--- config.mk ---
export PLATFORM = sky130hd
export DESIGN_NAME = rtc_secs_alarm
export DESIGN_NICKNAME = d
export VERILOG_FILES = /design/src/rtl/rtc_pkg.sv /design/src/rtl/rtc_prescaler.sv /design/src/rtl/rtc_counter.sv /design/src/rtl/rtc_alarm.sv /design/src/rtl/rtc_secs_alarm.sv
export SDC_FILE = /design/constraint.sdc
export NUM_CORES = 1
export LEC_CHECK = 0
export ABC_AREA = 0
export BUFFER_PORTS_ARGS = -buffer_cell sky130_fd_sc_hd__buf_2
export CAP_MARGIN = 20
export CORE_ASPECT_RATIO = 1.1
export CORE_MARGIN = 1
export CORE_UTILIZATION = 40
export CTS_BUF_LIST = sky130_fd_sc_hd__clkbuf_16
export DETAILED_ROUTE_END_ITERATION = 10
export GPL_TIMING_DRIVEN = 0
export PLACE_DENSITY = 0.68
export SLEW_MARGIN = 5
export SYNTH_ARGS = -nofsm -noshare
export SYNTH_HDL_FRONTEND = slang
export SYNTH_SLANG_ARGS = --single-unit
--- constraint.sdc ---
create_clock -name clk -period 2.68 [get_ports clk]
set_clock_uncertainty 0.1 [all_clocks]
set_input_delay 0.268 -clock clk [delete_from_list [all_inputs] [get_ports clk]]
set_output_delay 0.268 -clock clk [all_outputs]
set_load 0.01 [all_outputs]
--- src/rtl/rtc_pkg.sv ---
package rtc_pkg;
  localparam int NBYTES = 4;
  localparam int CNT_W  = 8 * NBYTES;

  localparam logic [3:0] OFS_CTRL  = 4'h0;
  localparam logic [3:0] OFS_ASTAT = 4'h1;
  localparam logic [3:0] OFS_WBASE = 4'h2;
  localparam logic [3:0] OFS_RBASE = 4'h6;
  localparam logic [3:0] OFS_ABASE = 4'hA;

  localparam int BIT_RUN  = 7;
  localparam int BIT_AEN  = 1;
  localparam int BIT_STAT = 0;

  function automatic logic [7:0] pick_byte(logic [CNT_W-1:0] w, logic [1:0] lane);
    return w[{lane, 3'b000} +: 8];
  endfunction

  function automatic logic [CNT_W-1:0] next_second(logic [CNT_W-1:0] v);
    return v + 1'b1;
  endfunction
endpackage

--- src/rtl/rtc_prescaler.sv ---
module rtc_prescaler #(
  parameter int PRESCALE = 32768
) (
  input  logic clk,
  input  logic rst_n,
  input  logic run_i,
  input  logic restart_i,
  output logic tick_o
);
  localparam int DIV_W = (PRESCALE > 1) ? $clog2(PRESCALE) : 1;
  localparam logic [DIV_W-1:0] LAST = DIV_W'(PRESCALE - 1);

  logic [DIV_W-1:0] div_q;

  always_ff @(posedge clk) begin
    if (!rst_n)           div_q <= '0;
    else if (restart_i)   div_q <= '0;
    else if (run_i) begin
      if (div_q == LAST)  div_q <= '0;
      else                div_q <= div_q + 1'b1;
    end
  end

  assign tick_o = run_i && !restart_i && (div_q == LAST);

  generate
    if (PRESCALE > 1) begin : g_spacing
      a_r4_tick_spacing: assert property (@(posedge clk) disable iff (!rst_n)
        tick_o |=> !tick_o);
    end
  endgenerate
endmodule

--- src/rtl/rtc_counter.sv ---
module rtc_counter
  import rtc_pkg::*;
(
  input  logic             clk,
  input  logic             rst_n,
  input  logic             tick_i,
  input  logic             load_i,
  input  logic [CNT_W-1:0] load_val_i,
  output logic [CNT_W-1:0] count_o
);
  always_ff @(posedge clk) begin
    if (!rst_n)       count_o <= '0;
    else if (load_i)  count_o <= load_val_i;
    else if (tick_i)  count_o <= next_second(count_o);
  end

  // without a load the count moves by at most one per clock
  a_r4_single_step: assert property (@(posedge clk) disable iff (!rst_n)
    !load_i |=> (count_o == $past(count_o)) || (count_o == $past(count_o) + 1'b1));
endmodule

--- src/rtl/rtc_alarm.sv ---
module rtc_alarm
  import rtc_pkg::*;
(
  input  logic             clk,
  input  logic             rst_n,
  input  logic [CNT_W-1:0] count_i,
  input  logic [CNT_W-1:0] alarm_i,
  input  logic             en_i,
  input  logic             clr_i,
  output logic             armed_match_o,
  output logic             set_evt_o,
  output logic             status_o,
  output logic             irq_o
);
  logic armed_q;

  assign armed_match_o = en_i && (count_i == alarm_i);
  assign set_evt_o     = armed_match_o && !armed_q;

  always_ff @(posedge clk) begin
    if (!rst_n) begin
      armed_q  <= 1'b0;
      status_o <= 1'b0;
    end else begin
      armed_q <= armed_match_o;
      if (set_evt_o)   status_o <= 1'b1;
      else if (clr_i)  status_o <= 1'b0;
    end
  end

  assign irq_o = status_o && en_i;

  // status rises only after an enabled match
  a_r8_status_cause: assert property (@(posedge clk) disable iff (!rst_n)
    $rose(status_o) |-> $past(armed_match_o));
  // a clear with no new event leaves status low
  a_r10_clear: assert property (@(posedge clk) disable iff (!rst_n)
    (clr_i && !set_evt_o) |=> !status_o);
endmodule

--- src/rtl/rtc_secs_alarm.sv ---
module rtc_secs_alarm
  import rtc_pkg::*;
#(
  parameter int PRESCALE = 32768
) (
  input  logic       clk,
  input  logic       rst_n,
  input  logic       wr_stb,
  input  logic [3:0] addr,
  input  logic [7:0] wdata,
  output logic [7:0] rdata,
  output logic       irq
);
  logic             run_q, aen_q;
  logic [7:0]       stage_q [NBYTES];
  logic [7:0]       alarm_q [NBYTES];
  logic [CNT_W-1:0] count, alarm_word, load_val;
  logic             load, clr, tick, status, armed_match, set_evt;

  assign load = wr_stb && (addr == OFS_WBASE);
  assign clr  = wr_stb && (addr == OFS_ASTAT) && !wdata[BIT_STAT];

  always_comb begin
    load_val   = {stage_q[3], stage_q[2], stage_q[1], wdata};
    alarm_word = {alarm_q[3], alarm_q[2], alarm_q[1], alarm_q[0]};
  end

  always_ff @(posedge clk) begin
    if (!rst_n) begin
      run_q <= 1'b0;
      aen_q <= 1'b0;
      for (int i = 0; i < NBYTES; i++) begin
        stage_q[i] <= '0;
        alarm_q[i] <= '0;
      end
    end else if (wr_stb) begin
      if (addr == OFS_CTRL) begin
        run_q <= wdata[BIT_RUN];
        aen_q <= wdata[BIT_AEN];
      end
      for (int i = 0; i < NBYTES; i++) begin
        if (addr == OFS_WBASE + 4'(i)) stage_q[i] <= wdata;
        if (addr == OFS_ABASE + 4'(i)) alarm_q[i] <= wdata;
      end
    end
  end

  rtc_prescaler #(.PRESCALE(PRESCALE)) u_pre (
    .clk(clk), .rst_n(rst_n), .run_i(run_q), .restart_i(load), .tick_o(tick)
  );

  rtc_counter u_cnt (
    .clk(clk), .rst_n(rst_n), .tick_i(tick), .load_i(load),
    .load_val_i(load_val), .count_o(count)
  );

  rtc_alarm u_alm (
    .clk(clk), .rst_n(rst_n), .count_i(count), .alarm_i(alarm_word),
    .en_i(aen_q), .clr_i(clr), .armed_match_o(armed_match),
    .set_evt_o(set_evt), .status_o(status), .irq_o(irq)
  );

  always_comb begin
    rdata = 8'h00;
    if (addr == OFS_CTRL) begin
      rdata[BIT_RUN] = run_q;
      rdata[BIT_AEN] = aen_q;
    end
    if (addr == OFS_ASTAT) rdata[BIT_STAT] = status;
    for (int i = 0; i < NBYTES; i++) begin
      if (addr == OFS_WBASE + 4'(i)) rdata = stage_q[i];
      if (addr == OFS_RBASE + 4'(i)) rdata = pick_byte(count, 2'(i));
      if (addr == OFS_ABASE + 4'(i)) rdata = alarm_q[i];
    end
  end

  // the committing write lands the staged word in the counter
  a_r3_commit: assert property (@(posedge clk) disable iff (!rst_n)
    load |=> count == $past(load_val));
  // a stopped counter without a load holds its value
  a_r2_hold_stopped: assert property (@(posedge clk) disable iff (!rst_n)
    (!run_q && !load) |=> $stable(count));
  // no interrupt without the alarm enable
  a_r9_irq_gated: assert property (@(posedge clk) disable iff (!rst_n)
    $fell(aen_q) |-> !irq);
endmodule

==> results.md, run 1 <==
* Fraction of layout cells with a size suffix above 1 at 13.9%
* Diodes inserted at 0
* Arr. time, crit path at 2.24 ns
* GRT Total Usage at 27.3%
* Sequential share of power at 42.7%
* Total power at 4720 uW
* Hold wc startpoint: wdata[4]
* WP data required at 2.31 ns
* Int Pwr at 3520 uW
* Antenna viol nets, final at 0
* Num CTS Buffers at 17
* Reg-to-Reg End: u_cnt.count_o[28]$_SDFFE_PN0P_
* Largest cells by area after synthesis: edfxtp_1, dfxtp_1, and2_1, o21ai_0, xnor2_1
* Pin count of the biggest net entering global routing at 18
* Hold slack at 0.187 ns
* Core ar. at 0.0158 sq mm
* Switching pwr at 1200 uW
* Prevailing post-synth register cell: edfxtp_1
* Min-Delay Path Class: in2reg
* Clock Pin Slew Worst Setup and Hold Paths at 0.05 ns
* H-tree levels at 4
* Port Buffers at 21
* Crit path max fanout at 10
* Pre-antenna DRT Iters at 8
* Avg Cell Area, Syn at 9.31 sq um
* Final setup vio count at 0
* GRT Residual Overflow at 0
* FMAX at 384 MHz
* Post-synthesis instance total at 698
* Worst Hold Depth at 2
* Syn Nets at 715
* Vias at 5856
* Final Cycle Share at 97.3%
* CTS tree: done
* Max clock buf depth at 2
* Reg2reg setup slack at 0.08 ns
* DRC Markers at 0
* Maxcap violations at 0
* Hold Buf Count CTS at 0
* Fraction of registers with async set or reset after synthesis at 0%
* Register area at 0.00296 sq mm
* Startpoint types: input pin
* First-pass GRT wire length at 32.4 mm
* Initial antenna violation count at 0
* Clock Latency Late Sink at 0.43 ns
* Cell Pwr Density at 626 mW/mm^2
* Final GP Congestion at 1.01
* Crit path cell chain: clkbuf_2 -> nor2b_1 -> clkbuf_1 -> a22oi_1 -> o22ai_1 -> a21oi_1 -> o21ai_0 -> buf_2
* Comb power frac at 8.8%
* Post-synth top cells: and2_1, edfxtp_1, o21ai_0
* Clock sinks at 115
* Fin. Hold Viols at 0
* Yosys warning count at 0
* Number of library cell types mapped by synthesis at 59
* Row count at 48
* Vias/cell at 6.14
* Area of the die at 0.0168 sq mm
* Hold Path End: alarm_q[0][4]$_SDFFCE_PN0P_
* Share of the synthesized area in the top cell type at 29.6%
* Slew Limit Fails at 0
* CP Class: in2out
* Period minus WS final at 2.61 ns
* Worst r2r src: u_pre.div_q[6]$_SDFFE_PP0P_
* Die Span X at 123 um
* Critical path capture point type: output pin
* Final Net Count at 758
* Starting density of the core at 41.1%
* Slowest stage delay, CP at 0.51 ns
* Multi-input logic area at 0.00335 sq mm
* Register area share after synthesis at 45.3%
* Vias in the first global route at 5335
* Setup ws final at 0.0731 ns
* DRT iter0 DRCs at 667
* Routed WL per cell at 23.3 um
* Outcome: completed
* Fin Setup TNS at 0 ns
* Mapped Area at 0.00649 sq mm
* Clock network power share at 48.5%
* Switch share at 25.4%
* Slew HR at 46.8%
* Slowest CP cell: clkbuf_1
* Root Driver: clkbuf_16
* Most frequent cell after synthesis: and2_1
* Area added between synthesis and finish at 16.1%
* LEAKAGE at 0.00260 uW
* Post-Route WL at 22.2 mm
* Setup WS pre-CTS at -0.608 ns
* Reg2Reg Depth at 7
* Die Ht at 136 um
* Synth area leader: edfxtp_1
* Maximum VDD drop at 0.418 mV
* Slew @ Worst Pin at 0.792 ns
* Post-synthesis sequential element count at 115
* Ports at 24
* DP HPWL at 16.4 mm
* Fill count at 1500
* EDFF count, synth at 64
flip-flops by register name, summed over array words and instances, names as in the netlist:
register,cells
u_cnt.count_o,32
u_pre.div_q,15
aen_q,1
alarm_q,32
stage_q,32
u_alm.armed_q,1
u_alm.status_o,1
run_q,1
area by class of cell:
type | count | share of cell area, %
clock buffer | 17 | 5.64
sequential | 115 | 39.3
multi-input combinational | 525 | 44.4
tap | 200 | 3.32
clock inverter | 15 | 2.21
timing repair buffer | 29 | 2.02
inverter | 12 | 0.630
buffer | 41 | 2.52
power by group through the flow:
| stage | registers (uW) | logic, uW | clock network [uW] |
|---|---|---|---|
| final | 2020 | 417 | 2290 |
| after global placement | 2050 | 401 | 0 |
| after CTS | 2010 | 402 | 2300 |
| after global routing | 2020 | 439 | 2370 |
| after floorplan | 2000 | 247 | 0 |
| after detailed placement | 2050 | 400 | 0 |
how the worst max path moves through the flow:
stage                                           start                              to  cells after the start
after floorplan           u_pre.div_q[2]$_SDFFE_PP0P_  u_cnt.count_o[26]$_SDFFE_PN0P_                      7
after global placement                        addr[2]                        rdata[1]                      8
after detailed placement                      addr[2]                        rdata[1]                      8
after CTS                 u_pre.div_q[5]$_SDFFE_PP0P_  u_cnt.count_o[28]$_SDFFE_PN0P_                      7
after global routing      u_pre.div_q[6]$_SDFFE_PP0P_  u_cnt.count_o[28]$_SDFFE_PN0P_                      7
final                                         addr[2]                        rdata[0]                      8
metrics by stage:
stage	std cells	util (%)	cell area [sq um]
after floorplan	698	-	6490
after global placement	919	43.4	6850
after detailed placement	920	43.4	6860
after CTS	949	47.3	7470
after global routing	954	47.8	7540
final	954	47.8	7540
repair_timing:
item / 4_1_cts / 5_1_grt
buffers inserted: 0 / 2
resized for setup: 19 / 27
pin swaps: 2 / 6
setup endpoints to repair: 20 / 16
critical path, delay by kind of cell:
family                 cells  cell delay [ns]
and+or+nand+nor            1             0.37
buffers and inverters      3             0.87
AOI/OAI and AO/OA          4             0.72
cells by family after synthesis:
group           after synthesis  share of synthesized area (%)
simple gates                274                           23.2
compound gates              174                           17.1
flops                       115                           45.3
xor+xnor                     58                           7.82
buf+inv                      58                           3.47
mux                          17                           2.72
fa+ha+maj                     2                          0.385
layout by cell type (no fill, tap or decap), types with 5 or more instances in the layout:
cell,netlist,routed
or3_1,9,8
clkbuf_2,0,17
nor2_1,39,39
xor2_1,27,27
or4_1,12,12
dfxtp_1,51,40
a21oi_1,26,26
clkbuf_1,36,19
dfxtp_2,0,9
a221oi_1,8,8
clkbuf_16,0,17
clkinv_2,0,6
nor2b_1,9,7
o21ai_0,60,59
a22oi_1,9,9
and4_1,6,6
mux2i_1,12,12
o31ai_1,10,10
nor4_1,9,9
xnor2_1,31,31
and2_1,68,68
edfxtp_1,64,64
buf_2,3,23
o22ai_1,6,6
nand3_1,22,22
mux2_2,5,5
inv_1,10,11
o21a_1,5,5
nand4_1,23,23
nand2b_1,6,6
a31oi_1,17,17
nor3_1,11,11
buf_4,1,7
nand2_1,50,49
layer usage:
layer  track usage (%)  part of all wire, %  up-vias
met3              4.92                  7.0       69
met1              35.9                   43     2808
met2              43.5                   46      302
li1                  -                    -     2677
met5                 0                    0        -
met4              11.9                  3.9        0
Power figures use the tool's default switching activity.
==> run 2: changes to the inputs <==
--- a/config.mk
+++ b/config.mk
@@ -18,4 +18,5 @@
 export SLEW_MARGIN = 5
 export SYNTH_ARGS = -nofsm -noshare
 export SYNTH_HDL_FRONTEND = slang
+export SYNTH_HIERARCHICAL = 1
 export SYNTH_SLANG_ARGS = --single-unit
==> run 2 against run 1 <==
  * The run now ends with setup timing left
  * Maximum frequency shrank 5.5%
  * Utilization is 1.0 points higher
  * Combinational power increased by 7.2%
  * Clock power fell by 9.2%
  * Register-to-register slack lost 0.16 ns
  * Sequential share of layout area fell by 2.4 points
  * Critical path depth fell by 1
  * Sequential power hardly changed
  * Non-clock buffer count increased by 19
  * Clock-buffer cell count stayed put
  * Design area grew 7.0%
  * Wire length up 7.4%
  * Largest cell class unchanged
==> results.md, run 2 <==
* Outcome: finished with violations
* Failing checks: setup timing
* Num CTS Buffers at 17 (unchanged)
* Final Cycle Share at 103% (+5.7 points)
* Delay-heaviest family, CP: simple AND/OR/NAND/NOR gates
* LEAKAGE at 0.00278 uW (+6.9%)
* H-tree levels at 4 (unchanged)
* Max clock buf depth at 2 (unchanged)
* Most used cell, CP: or4_4
* Setup WS pre-CTS at -0.803 ns (-0.195 ns)
* DRC Markers at 0 (unchanged)
* Die Span X at 127 um (+2.5%)
* Mapped Area at 0.00683 sq mm (+5.2%)
* Most frequent cells in the layout: and2_1, edfxtp_1, o21ai_0, nor2_1, xnor2_1
* Slowest CP cell: or4_4
* Pre-antenna DRT Iters at 5 (-3)
* Pin count of the biggest net entering global routing at 17 (-1)
* RSZ-0062 raised after global routing: true
* Diodes inserted at 0 (unchanged)
* Ports at 24 (unchanged)
* Post-Route WL at 23.9 mm (+7.4%)
* DP HPWL at 17.1 mm (+4.5%)
* DRT iter0 DRCs at 686 (+2.8%)
* Clock Pin Slew Worst Setup and Hold Paths at 0.06 ns (about the same)
* Core ar. at 0.0166 sq mm (+4.8%)
* Final setup vio count at 5 (+5)
* GRT Residual Overflow at 0 (unchanged)
* Area of the die at 0.0176 sq mm (+5.1%)
* Post-placement cell area at 0.00725 sq mm (+5.7%)
* Hold slack at 0.148 ns (-0.0389 ns)
* WP data required at 2.90 ns (+0.59 ns)
* Vias at 6283 (+7.3%)
* Biggest regs: alarm_q (32), stage_q (32), u_cnt/count_o (32)
* Setup ws final at -0.0790 ns (-0.152 ns)
* Row count at 49 (+2.1%)
* Port Buffers at 22 (+4.8%)
* Fin. Hold Viols at 0 (unchanged)
* Critical path capture point type: flop
* Slew Limit Fails at 0 (unchanged)
* Area added between synthesis and finish at 18.1%
* Die Ht at 139 um (+2.5%)
* Syn Nets at 753 (+5.3%)
* Yosys warning count at 6 (+6)
* CTS tree: done
* GRT Total Usage at 27.9% (+0.61 points)
* Crit path max fanout at 7 (-3)
* Root Driver: clkbuf_16
* Vias/cell at 6.18 (+0.65%)
* CP bufs+invs at 0 (-3)
* Slew HR at 45.8% (-0.99 points)
* Hold Buf Count CTS at 0 (unchanged)
* Most common cell after layout, fill and taps aside: and2_1
* Crit path cell chain: nand4_1 -> or4_4 -> nor2_4 -> nand2_2 -> or4_4 -> or3_4 -> a311oi_1
* Post-synthesis instance total at 736 (+5.4%)
* Maxcap violations at 0 (unchanged)
* Min-Delay Path Class: in2reg
* Final Net Count at 817 (+7.8%)
* Final GP Congestion at 0.974 (-3.6%)
* Cell Pwr Density at 564 mW/mm^2 (-10%)
* Clock sinks at 115 (unchanged)
* Initial antenna violation count at 0 (unchanged)
* Startpoint types: flop
* Vias in the first global route at 5839 (+9.4%)
* Avg Cell Area, Syn at 9.29 sq um (-0.21%)
* Routed WL per cell at 23.5 um (+0.70%)
* Arr. time, crit path at 2.98 ns (+0.74 ns)
* CP Class: reg2reg
* Antenna viol nets, final at 0 (unchanged)
* Design Area, Final at 0.00807 sq mm (+7.0%)
* Total power at 4550 uW (-3.7%)
* Core Util, Final at 48.8% (+1.0 points)
* Maximum VDD drop at 0.404 mV (-3.2%)
* First-pass GRT wire length at 35.9 mm (+11%)
* Fill count at 1570 (+4.7%)
* Clock Latency Late Sink at 0.42 ns (about the same)
* Period minus WS final at 2.76 ns (+0.152 ns)
* FMAX at 362 MHz (-5.5%)
* Starting density of the core at 41.3% (+0.16 points)
* Fraction of layout cells with a size suffix above 1 at 18.1% (+4.2 points)
* Slew @ Worst Pin at 0.807 ns (+0.0155 ns)
* Slowest stage delay, CP at 0.54 ns (+0.03 ns)
-- run 2: worst paths after layout --
path,startpoint,endpoint,slack [ns],cells past startpoint
worst max-delay path,u_pre/div_q[10]$_SDFFE_PP0P_,u_cnt/count_o[14]$_SDFFE_PN0P_,-0.08,7
worst min-delay path,rst_n,u_alm/status_o$_SDFFE_PN0P_,0.15,3
worst max register to register,u_pre/div_q[10]$_SDFFE_PP0P_,u_cnt/count_o[14]$_SDFFE_PN0P_,-0.08,7
worst min register to register,u_alm/armed_q$_SDFF_PN0_,u_alm/status_o$_SDFFE_PN0P_,0.39,2
-- run 2: cell type report --
class	instances	area [sq um]	area share [%]
multi-input cells	557	3700	45.8
flip-flops and latches	115	2970	36.8
clock buffers	17	425	5.27
repair buffers	49	305	3.78
well taps	204	255	3.16
plain buffers	40	215	2.67
clock inverters	15	121	1.50
inverters	20	75.1	0.930
-- run 2: power breakdown --
part           switching, uW  internal, uW  leakage, uW
logic                    288           160      0.00149
clock network            821          1260     0.000261
registers               90.7          1930      0.00103
total                   1200          3350      0.00278
-- run 2: routing by layer --
metal | up-vias | track usage (%) | share of wire, %
met4 | 0 | 12.7 | 3.2
met2 | 323 | 43.4 | 47
met3 | 56 | 6.33 | 8.2
met5 | - | 0 | 0
li1 | 2871 | - | -
met1 | 3033 | 36.8 | 42
-- run 2: worst min-delay path, delay by kind of cell --
family                 cells  cell delay (ns)
AOI/OAI and AO/OA          1             0.06
and+or+nand+nor            1             0.09
buffers and inverters      1             0.19
-- run 2: repair_timing --
| action | CTS | global route |
|---|---|---|
| pin swaps | 9 | 10 |
| cloned | 0 | 0 |
| hold endpoints to repair | 0 | 0 |
| setup endpoints to repair | 22 | 24 |
| gates resized for setup | 16 | 19 |
| setup buffers | 14 | 10 |
-- run 2: per-stage QoR --
step	instances	TNS (ns)
4_1_cts	1008	-0.621
6_report	1017	-0.164
2_1_floorplan	736	0
3_5_place_dp	964	-17.66
3_3_place_gp	962	-17.53
5_1_grt	1017	-0.563
